--- src/rtl/pio_strobe_pkg.sv ---
package pio_strobe_pkg;

    typedef enum logic [1:0] {
        ST_IDLE    = 2'd0,
        ST_ACTIVE  = 2'd1,
        ST_RECOVER = 2'd2,
        ST_FINISH  = 2'd3
    } pio_state_e;

    localparam int PHASE_W = 5;

    typedef struct packed {
        logic [PHASE_W-1:0] act_m1;
        logic               rdy_en;
        logic [PHASE_W-1:0] rec_m1;
    } pio_timing_t;

    localparam logic [15:0] SLOW_WORD = 16'h0909;

    function automatic pio_timing_t word_to_timing(input logic [15:0] w);
        pio_timing_t t;
        t.act_m1 = w[12:8];
        t.rdy_en = w[6];
        t.rec_m1 = w[4:0];
        return t;
    endfunction

    function automatic logic [15:0] timing_to_word(input pio_timing_t t);
        return {3'b000, t.act_m1, 1'b0, t.rdy_en, 1'b0, t.rec_m1};
    endfunction

endpackage

--- src/rtl/pio_cfg_regs.sv ---
module pio_cfg_regs
    import pio_strobe_pkg::*;
#(
    parameter int          NUM_CH      = 2,
    parameter int          DRV_PER_CH  = 2,
    parameter int          ADDR_W      = 8,
    parameter int          DATA_W      = 32,
    parameter int unsigned CTRL_OFFSET = 32'h40,
    parameter int unsigned TIM_OFFSET  = 32'h44,
    localparam int         NUM_DRV     = NUM_CH * DRV_PER_CH
) (
    input  logic                      clk,
    input  logic                      rst_n,
    input  logic                      we,
    input  logic [ADDR_W-1:0]         addr,
    input  logic [DATA_W-1:0]         wdata,
    input  logic [NUM_CH-1:0]         chan_rst,
    output logic [DATA_W-1:0]         rdata,
    output logic [NUM_CH-1:0]         ch_en,
    output logic [NUM_CH-1:0]         ch_fast,
    output pio_timing_t [NUM_DRV-1:0] tim
);

    localparam logic [ADDR_W-1:0] CTRL_ADDR = ADDR_W'(CTRL_OFFSET);

    logic ctrl_hit;
    assign ctrl_hit = we && (addr == CTRL_ADDR);

    // control bits: enable at 4*c, programmed-timing select at 4*c+1
    for (genvar c = 0; c < NUM_CH; c++) begin : g_ctrl
        always_ff @(posedge clk or negedge rst_n) begin
            if (!rst_n) begin
                ch_en[c]   <= 1'b0;
                ch_fast[c] <= 1'b0;
            end else begin
                if (ctrl_hit) begin
                    ch_en[c]   <= wdata[4*c];
                    ch_fast[c] <= wdata[4*c+1];
                end
                if (chan_rst[c]) begin
                    ch_fast[c] <= 1'b0;
                end
            end
        end
    end

    for (genvar d = 0; d < NUM_DRV; d++) begin : g_tim
        localparam logic [ADDR_W-1:0] TIM_ADDR = ADDR_W'(TIM_OFFSET + 4 * d);
        always_ff @(posedge clk or negedge rst_n) begin
            if (!rst_n) begin
                tim[d] <= word_to_timing(SLOW_WORD);
            end else if (we && (addr == TIM_ADDR)) begin
                tim[d] <= word_to_timing(wdata[15:0]);
            end
        end
    end

    always_comb begin
        rdata = '0;
        if (addr == CTRL_ADDR) begin
            for (int c = 0; c < NUM_CH; c++) begin
                rdata[4*c]   = ch_en[c];
                rdata[4*c+1] = ch_fast[c];
            end
        end
        for (int d = 0; d < NUM_DRV; d++) begin
            if (addr == ADDR_W'(TIM_OFFSET + 4 * d)) begin
                rdata = DATA_W'(timing_to_word(tim[d]));
            end
        end
    end

    logic unused_wdata;
    assign unused_wdata = ^wdata;

endmodule

--- src/rtl/pio_timing_sel.sv ---
module pio_timing_sel
    import pio_strobe_pkg::*;
#(
    parameter int  NUM_CH     = 2,
    parameter int  DRV_PER_CH = 2,
    localparam int NUM_DRV    = NUM_CH * DRV_PER_CH,
    localparam int CH_W       = (NUM_CH > 1) ? $clog2(NUM_CH) : 1,
    localparam int DRV_W      = (DRV_PER_CH > 1) ? $clog2(DRV_PER_CH) : 1
) (
    input  logic [CH_W-1:0]           chan,
    input  logic [DRV_W-1:0]          drive,
    input  logic [NUM_CH-1:0]         ch_fast,
    input  pio_timing_t [NUM_DRV-1:0] tim,
    output pio_timing_t               eff
);

    // drive index: channel in the upper bits, drive in the lower bits
    logic [CH_W+DRV_W-1:0] idx;
    assign idx = {chan, drive};

    always_comb begin
        if (ch_fast[chan]) begin
            eff = tim[idx];
        end else begin
            eff = word_to_timing(SLOW_WORD);
        end
    end

endmodule

--- src/rtl/pio_phase_fsm.sv ---
module pio_phase_fsm
    import pio_strobe_pkg::*;
#(
    parameter int  NUM_CH        = 2,
    parameter int  STRETCH_LIMIT = 256,
    localparam int CH_W          = (NUM_CH > 1) ? $clog2(NUM_CH) : 1,
    localparam int STALL_W       = $clog2(STRETCH_LIMIT + 1)
) (
    input  logic              clk,
    input  logic              rst_n,
    input  logic              req_valid,
    input  logic [CH_W-1:0]   req_chan,
    input  logic              req_write,
    input  logic [NUM_CH-1:0] ch_en,
    input  pio_timing_t       eff,
    input  logic [NUM_CH-1:0] iordy,
    output logic [NUM_CH-1:0] rd_n,
    output logic [NUM_CH-1:0] wr_n,
    output logic              busy,
    output logic              done,
    output logic              err,
    output logic              timeout
);

    localparam logic [STALL_W-1:0] STALL_LAST = STALL_W'(STRETCH_LIMIT - 1);

    pio_state_e         state_q, state_d;
    logic [PHASE_W-1:0] cnt_q, cnt_d;
    logic [PHASE_W-1:0] rec_q, rec_d;
    logic [STALL_W-1:0] stall_q, stall_d;
    logic [CH_W-1:0]    chan_q, chan_d;
    logic               wr_q, wr_d;
    logic               rdy_q, rdy_d;
    logic               err_q, err_d;
    logic               tmo_q, tmo_d;
    logic               paused;

    assign paused = rdy_q && !iordy[chan_q];

    always_comb begin
        state_d = state_q;
        cnt_d   = cnt_q;
        rec_d   = rec_q;
        stall_d = stall_q;
        chan_d  = chan_q;
        wr_d    = wr_q;
        rdy_d   = rdy_q;
        err_d   = err_q;
        tmo_d   = tmo_q;
        unique case (state_q)
            ST_IDLE: begin
                if (req_valid) begin
                    chan_d  = req_chan;
                    wr_d    = req_write;
                    stall_d = '0;
                    tmo_d   = 1'b0;
                    if (!ch_en[req_chan]) begin
                        err_d   = 1'b1;
                        state_d = ST_FINISH;
                    end else begin
                        err_d   = 1'b0;
                        cnt_d   = eff.act_m1;
                        rec_d   = eff.rec_m1;
                        rdy_d   = eff.rdy_en;
                        state_d = ST_ACTIVE;
                    end
                end
            end
            ST_ACTIVE: begin
                if (paused) begin
                    if (stall_q == STALL_LAST) begin
                        tmo_d   = 1'b1;
                        cnt_d   = rec_q;
                        state_d = ST_RECOVER;
                    end else begin
                        stall_d = stall_q + STALL_W'(1);
                    end
                end else if (cnt_q == '0) begin
                    cnt_d   = rec_q;
                    state_d = ST_RECOVER;
                end else begin
                    cnt_d = cnt_q - PHASE_W'(1);
                end
            end
            ST_RECOVER: begin
                if (cnt_q == '0) begin
                    state_d = ST_FINISH;
                end else begin
                    cnt_d = cnt_q - PHASE_W'(1);
                end
            end
            ST_FINISH: begin
                state_d = ST_IDLE;
            end
        endcase
    end

    always_ff @(posedge clk or negedge rst_n) begin
        if (!rst_n) begin
            state_q <= ST_IDLE;
            cnt_q   <= '0;
            rec_q   <= '0;
            stall_q <= '0;
            chan_q  <= '0;
            wr_q    <= 1'b0;
            rdy_q   <= 1'b0;
            err_q   <= 1'b0;
            tmo_q   <= 1'b0;
        end else begin
            state_q <= state_d;
            cnt_q   <= cnt_d;
            rec_q   <= rec_d;
            stall_q <= stall_d;
            chan_q  <= chan_d;
            wr_q    <= wr_d;
            rdy_q   <= rdy_d;
            err_q   <= err_d;
            tmo_q   <= tmo_d;
        end
    end

    always_comb begin
        for (int c = 0; c < NUM_CH; c++) begin
            rd_n[c] = !((state_q == ST_ACTIVE) && (chan_q == CH_W'(c)) && !wr_q);
            wr_n[c] = !((state_q == ST_ACTIVE) && (chan_q == CH_W'(c)) && wr_q);
        end
        busy    = (state_q != ST_IDLE);
        done    = (state_q == ST_FINISH);
        err     = (state_q == ST_FINISH) && err_q;
        timeout = (state_q == ST_FINISH) && tmo_q;
    end

endmodule

--- src/rtl/ata_pio_strobe_gen.sv ---
module ata_pio_strobe_gen
    import pio_strobe_pkg::*;
#(
    parameter int  NUM_CH        = 2,
    parameter int  DRV_PER_CH    = 2,
    parameter int  ADDR_W        = 8,
    parameter int  DATA_W        = 32,
    parameter int  STRETCH_LIMIT = 256,
    localparam int NUM_DRV       = NUM_CH * DRV_PER_CH,
    localparam int CH_W          = (NUM_CH > 1) ? $clog2(NUM_CH) : 1,
    localparam int DRV_W         = (DRV_PER_CH > 1) ? $clog2(DRV_PER_CH) : 1
) (
    input  logic              clk,
    input  logic              rst_n,
    input  logic              cfg_we,
    input  logic [ADDR_W-1:0] cfg_addr,
    input  logic [DATA_W-1:0] cfg_wdata,
    output logic [DATA_W-1:0] cfg_rdata,
    input  logic [NUM_CH-1:0] chan_rst,
    input  logic              req_valid,
    input  logic [CH_W-1:0]   req_chan,
    input  logic [DRV_W-1:0]  req_drive,
    input  logic              req_write,
    input  logic [NUM_CH-1:0] iordy,
    output logic [NUM_CH-1:0] rd_n,
    output logic [NUM_CH-1:0] wr_n,
    output logic              busy,
    output logic              done,
    output logic              err,
    output logic              timeout
);

    logic [NUM_CH-1:0]         ch_en;
    logic [NUM_CH-1:0]         ch_fast;
    pio_timing_t [NUM_DRV-1:0] tim;
    pio_timing_t               eff;

    pio_cfg_regs #(
        .NUM_CH     (NUM_CH),
        .DRV_PER_CH (DRV_PER_CH),
        .ADDR_W     (ADDR_W),
        .DATA_W     (DATA_W)
    ) u_regs (
        .clk      (clk),
        .rst_n    (rst_n),
        .we       (cfg_we),
        .addr     (cfg_addr),
        .wdata    (cfg_wdata),
        .chan_rst (chan_rst),
        .rdata    (cfg_rdata),
        .ch_en    (ch_en),
        .ch_fast  (ch_fast),
        .tim      (tim)
    );

    pio_timing_sel #(
        .NUM_CH     (NUM_CH),
        .DRV_PER_CH (DRV_PER_CH)
    ) u_sel (
        .chan    (req_chan),
        .drive   (req_drive),
        .ch_fast (ch_fast),
        .tim     (tim),
        .eff     (eff)
    );

    pio_phase_fsm #(
        .NUM_CH        (NUM_CH),
        .STRETCH_LIMIT (STRETCH_LIMIT)
    ) u_fsm (
        .clk       (clk),
        .rst_n     (rst_n),
        .req_valid (req_valid),
        .req_chan  (req_chan),
        .req_write (req_write),
        .ch_en     (ch_en),
        .eff       (eff),
        .iordy     (iordy),
        .rd_n      (rd_n),
        .wr_n      (wr_n),
        .busy      (busy),
        .done      (done),
        .err       (err),
        .timeout   (timeout)
    );

endmodule

--- config.mk ---
export PLATFORM = sky130hd
export DESIGN_NAME = ata_pio_strobe_gen
export DESIGN_NICKNAME = d
export VERILOG_FILES = /design/src/rtl/pio_strobe_pkg.sv /design/src/rtl/pio_cfg_regs.sv /design/src/rtl/pio_timing_sel.sv /design/src/rtl/pio_phase_fsm.sv /design/src/rtl/ata_pio_strobe_gen.sv
export SDC_FILE = /design/constraint.sdc
export NUM_CORES = 1
export LEC_CHECK = 0
export ABC_AREA = 1
export CAP_MARGIN = 20
export CELL_PAD_IN_SITES_DETAIL_PLACEMENT = 1
export CELL_PAD_IN_SITES_GLOBAL_PLACEMENT = 2
export CORE_UTILIZATION = 36
export DETAILED_ROUTE_END_ITERATION = 7
export DONT_BUFFER_PORTS = 1
export PLACE_DENSITY_LB_ADDON = 0.2
export SYNTH_ARGS = -nofsm -noshare
export SYNTH_HDL_FRONTEND = slang
export SYNTH_SLANG_ARGS = --single-unit
--- constraint.sdc ---
create_clock -name clk -period 2.1 [get_ports clk]
set_input_delay 0.42 -clock clk [delete_from_list [all_inputs] [get_ports clk]]
set_output_delay 0.42 -clock clk [all_outputs]
set_load 0.005 [all_outputs]
==> metrics.csv <==
stage,metric,value,unit
drt,drc,0,
final_layout,drive_above_1_share,17.79,%
worst_hold_path,hp-class,input pin to asynchronous set/reset pin,
timing,finalHoldViolCount,74,
setup_path,cp.arrival,1.48,ns
cts,cts_tree,yes,
setup_path,path_depth,11,
floorplan,die_x,114.0,um
final_layout,nNetsFinal,677,
timing,rsz0062_at_grt,no,
timing,setup_viol,0,
setup_path,crit_slowest_cell,a21oi_1,
setup_path,r2r_cells,10,
timing,timing.fmax,526.6,MHz
drt,vias,3877,
placement,dp_cells,776,
setup_path,reg2reg_slack,0.25,ns
floorplan,die_h,114.0,um
global_routing,grt_pass1_wl,20.83,mm
drt,drt_iter0_drc,142,
timing,layout_setup_ws,0.2011,ns
final_layout,insertedDiodeCount,0,
cts,cts.sinks,74,
drt,wirelength,12.68,mm
final_layout,mostFrequentLayoutCells,"nand2_1 (171), inv_1 (66), dfrtp_1 (58)",
timing,slew_violations,0,
placement,dp_hpwl,9.307,mm
drt,routed_via_density,4.895,
final_layout,design_area,5022,sq um
floorplan,io_pins,91,
outcome,violations,negative hold slack,
cts,clockBufferDepth,2,
global_routing,grt-ovfl-total,0,
global_routing,grt_pass1_vias,4092,
cts,htreeDepth,3,
timing,period_minus_slack,1.899,ns
pwr,p_per_area,950.0,nW/um^2
setup_path,path_cells,"inv_1, nor2_4, nand2_2, inv_1, nand2_1, nor2_1, buf_4, nand2_1, nand2_1, inv_1, a21oi_1",
setup_path,cp.required,1.68,ns
final_layout,stdcell_count,792,
logic_synthesis,synth-seq-cells,74,
flow_run,drv_cap,0,
timing,finalHoldWorstSlack,-0.2312,ns
timing,setup_tns,0,ns
timing,fin_crit_sh,90.42,%
setup_path,reg2reg_from,u_fsm.stall_q[1]$_DFFE_PN0P_,
setup_path,timing.rr.end,u_fsm.cnt_q[4]$_DFFE_PN0P_,
pwr,total_leakage_power,2.325,nW
placement,gp_congestion,0.7824,
floorplan,start_util,37.25,%
setup_path,endpoint_kind,output port,
drt,wl_per_cell,16.01,um
global_routing,antenna_found_initial,0,
final_layout,area_growth,11.31,%
pwr,irDropWorstVdd,336.6,uV
placement,placed_area,4703,sq um
timing,fin_worst_skew,0.005091,ns
final_layout,mostFrequentLayoutCell,nand2_1,
floorplan,rows,40,
floorplan,core-area,12110,sq um
logic_synthesis,synth_cells,608,
setup_path,setup.worst_path.start_class,input pin,
logic_synthesis,synthDistinctLibCells,38,
final_layout,fillCellCount,1565,
floorplan,die-area,12980,sq um
placement,pre_cts_ws,0.09459,ns
setup_path,setup.worst_path.class,input pin to output port,
setup_path,critPathMaxStageDelay,0.19,ns
setup_path,path_buf_inv,4,
setup_path,crit_fanout,5,
logic_synthesis,avgSynthCellArea,7.421,sq um
logic_synthesis,ys_seq_area_share,41.49,%
setup_path,cp-startpoint,cfg_addr[6],
logic_synthesis,syn-cell-area,4512,sq um
cts,clkLatencyLatePin,0.35,ns
cts,cts_buffers,9,
cts,clk_pin_slew,0.06,ns
setup_path,critPathCapture,cfg_rdata[3],
placement,io_buffers,0,
cts,clockRootBuffer,clkbuf_16,
setup_path,crit_family,simple AND/OR/NAND/NOR gates,
logic_synthesis,yosysWarnings,0,
drt,ant_nets,0,
outcome,status,"complete, but fails checks",
pwr,power.total,4.771,mW
global_routing,grt_start_max_net_pins,75,
drt,dr.pass1.iters,4,
global_routing,grtUsageTotal,21.21,%
where the power goes:
part           switching (mW)  internal, mW
clock                   0.621         0.978
combinational           0.896         0.510
sequential              0.148          1.62
total                    1.66          3.11
sequential cells by signal, summed over array words and instances, names as in the netlist:
| register | cells |
|---|---|
| u_fsm.stall_q | 9 |
| u_fsm.tmo_q | 1 |
| u_fsm.wr_q | 1 |
| u_fsm.rec_q | 5 |
| u_fsm.cnt_q | 5 |
| u_fsm.state_q | 2 |
| u_regs.ch_fast | 2 |
| u_fsm.err_q | 1 |
| u_fsm.rdy_q | 1 |
| u_regs.ch_en | 2 |
| u_fsm.chan_q | 1 |
| u_regs.tim | 44 |
worst min-delay path by stage:
stage,start,slack [ns],to,cells after the start
final,rst_n,-0.23,u_fsm.rec_q[1]$_DFFE_PN0P_,0
after global routing,rst_n,-0.25,u_fsm.stall_q[8]$_DFFE_PN0P_,0
after CTS,rst_n,-0.25,u_fsm.tmo_q$_DFFE_PN0P_,0
after detailed placement,rst_n,0.13,u_fsm.wr_q$_DFFE_PN0P_,0
after global placement,rst_n,0.13,u_fsm.chan_q$_DFFE_PN0P_,0
after floorplan,rst_n,0.12,u_fsm.chan_q$_DFFE_PN0P_,0
synth_stat cells (all sizes together):
library cell	n	share of area [%]
nand2	194	18
inv	74	6.2
o21ai	73	9.1
dfrtp	58	32
nor2	48	4.3
a21oi	35	4.2
buf	35	5.5
nand3	28	3.4
dfstp	16	9.3
nand4	10	1.7
ha	7	1.9
o22ai	5	0.69
clkbuf	4	0.33
nor3	4	0.44
or2	4	0.55
a211oi	2	0.33
a32o	2	0.44
xor2	2	0.39
conb	1	0.083
mux2i	1	0.22
nand3b	1	0.17
nor3b	1	0.17
nor4	1	0.47
o31ai	1	0.17
xnor2	1	0.19
per-layer routing:
layer | track usage, % | up-vias | share of wire, %
met1 | 25.78 | 1888 | 46
met4 | 7.532 | 0 | 1.4
met5 | 0 | - | 0
li1 | - | 1926 | -
met2 | 37.05 | 52 | 49
met3 | 4.410 | 11 | 3.0
final cells by class:
class / count / area (sq um) / share of cell area [%]
Clock inverter: 5 / 52.55 / 1.046
Tap cell: 168 / 210.2 / 4.185
Inverter: 74 / 277.8 / 5.531
Clock buffer: 11 / 252.7 / 5.032
Timing Repair Buffer: 20 / 175.2 / 3.488
Multi-Input combinational cell: 440 / 2182 / 43.45
Sequential cell: 74 / 1872 / 37.27
what timing repair did:
action / in CTS / in global routing
setup endpoints to repair: 0 / 9
setup buffers: 0 / 0
gates resized for setup: 0 / 4
hold endpoints to repair: 74 / 74
metrics by stage:
step / hold WS (ns) / utilization (%)
CTS: -0.2472 / 41.35
global placement: 0.1269 / 38.83
detailed placement: 0.1264 / 38.83
floorplan: 0.1244 / -
global route: -0.2506 / 41.47
finish: -0.2312 / 41.47
logic make-up after synthesis:
kind of cell / count (synthesis) / share of synthesized area (%)
AOI/OAI and AO/OA: 118 / 14.95
adders and majority gates: 7 / 1.941
other: 1 / 0.08311
muxes: 1 / 0.2219
and+or+nand+nor: 291 / 28.70
buffers and inverters: 113 / 12.04
xor gates and xnor gates: 3 / 0.5825
DFF: 74 / 41.49
Power figures use the tool's default switching activity.
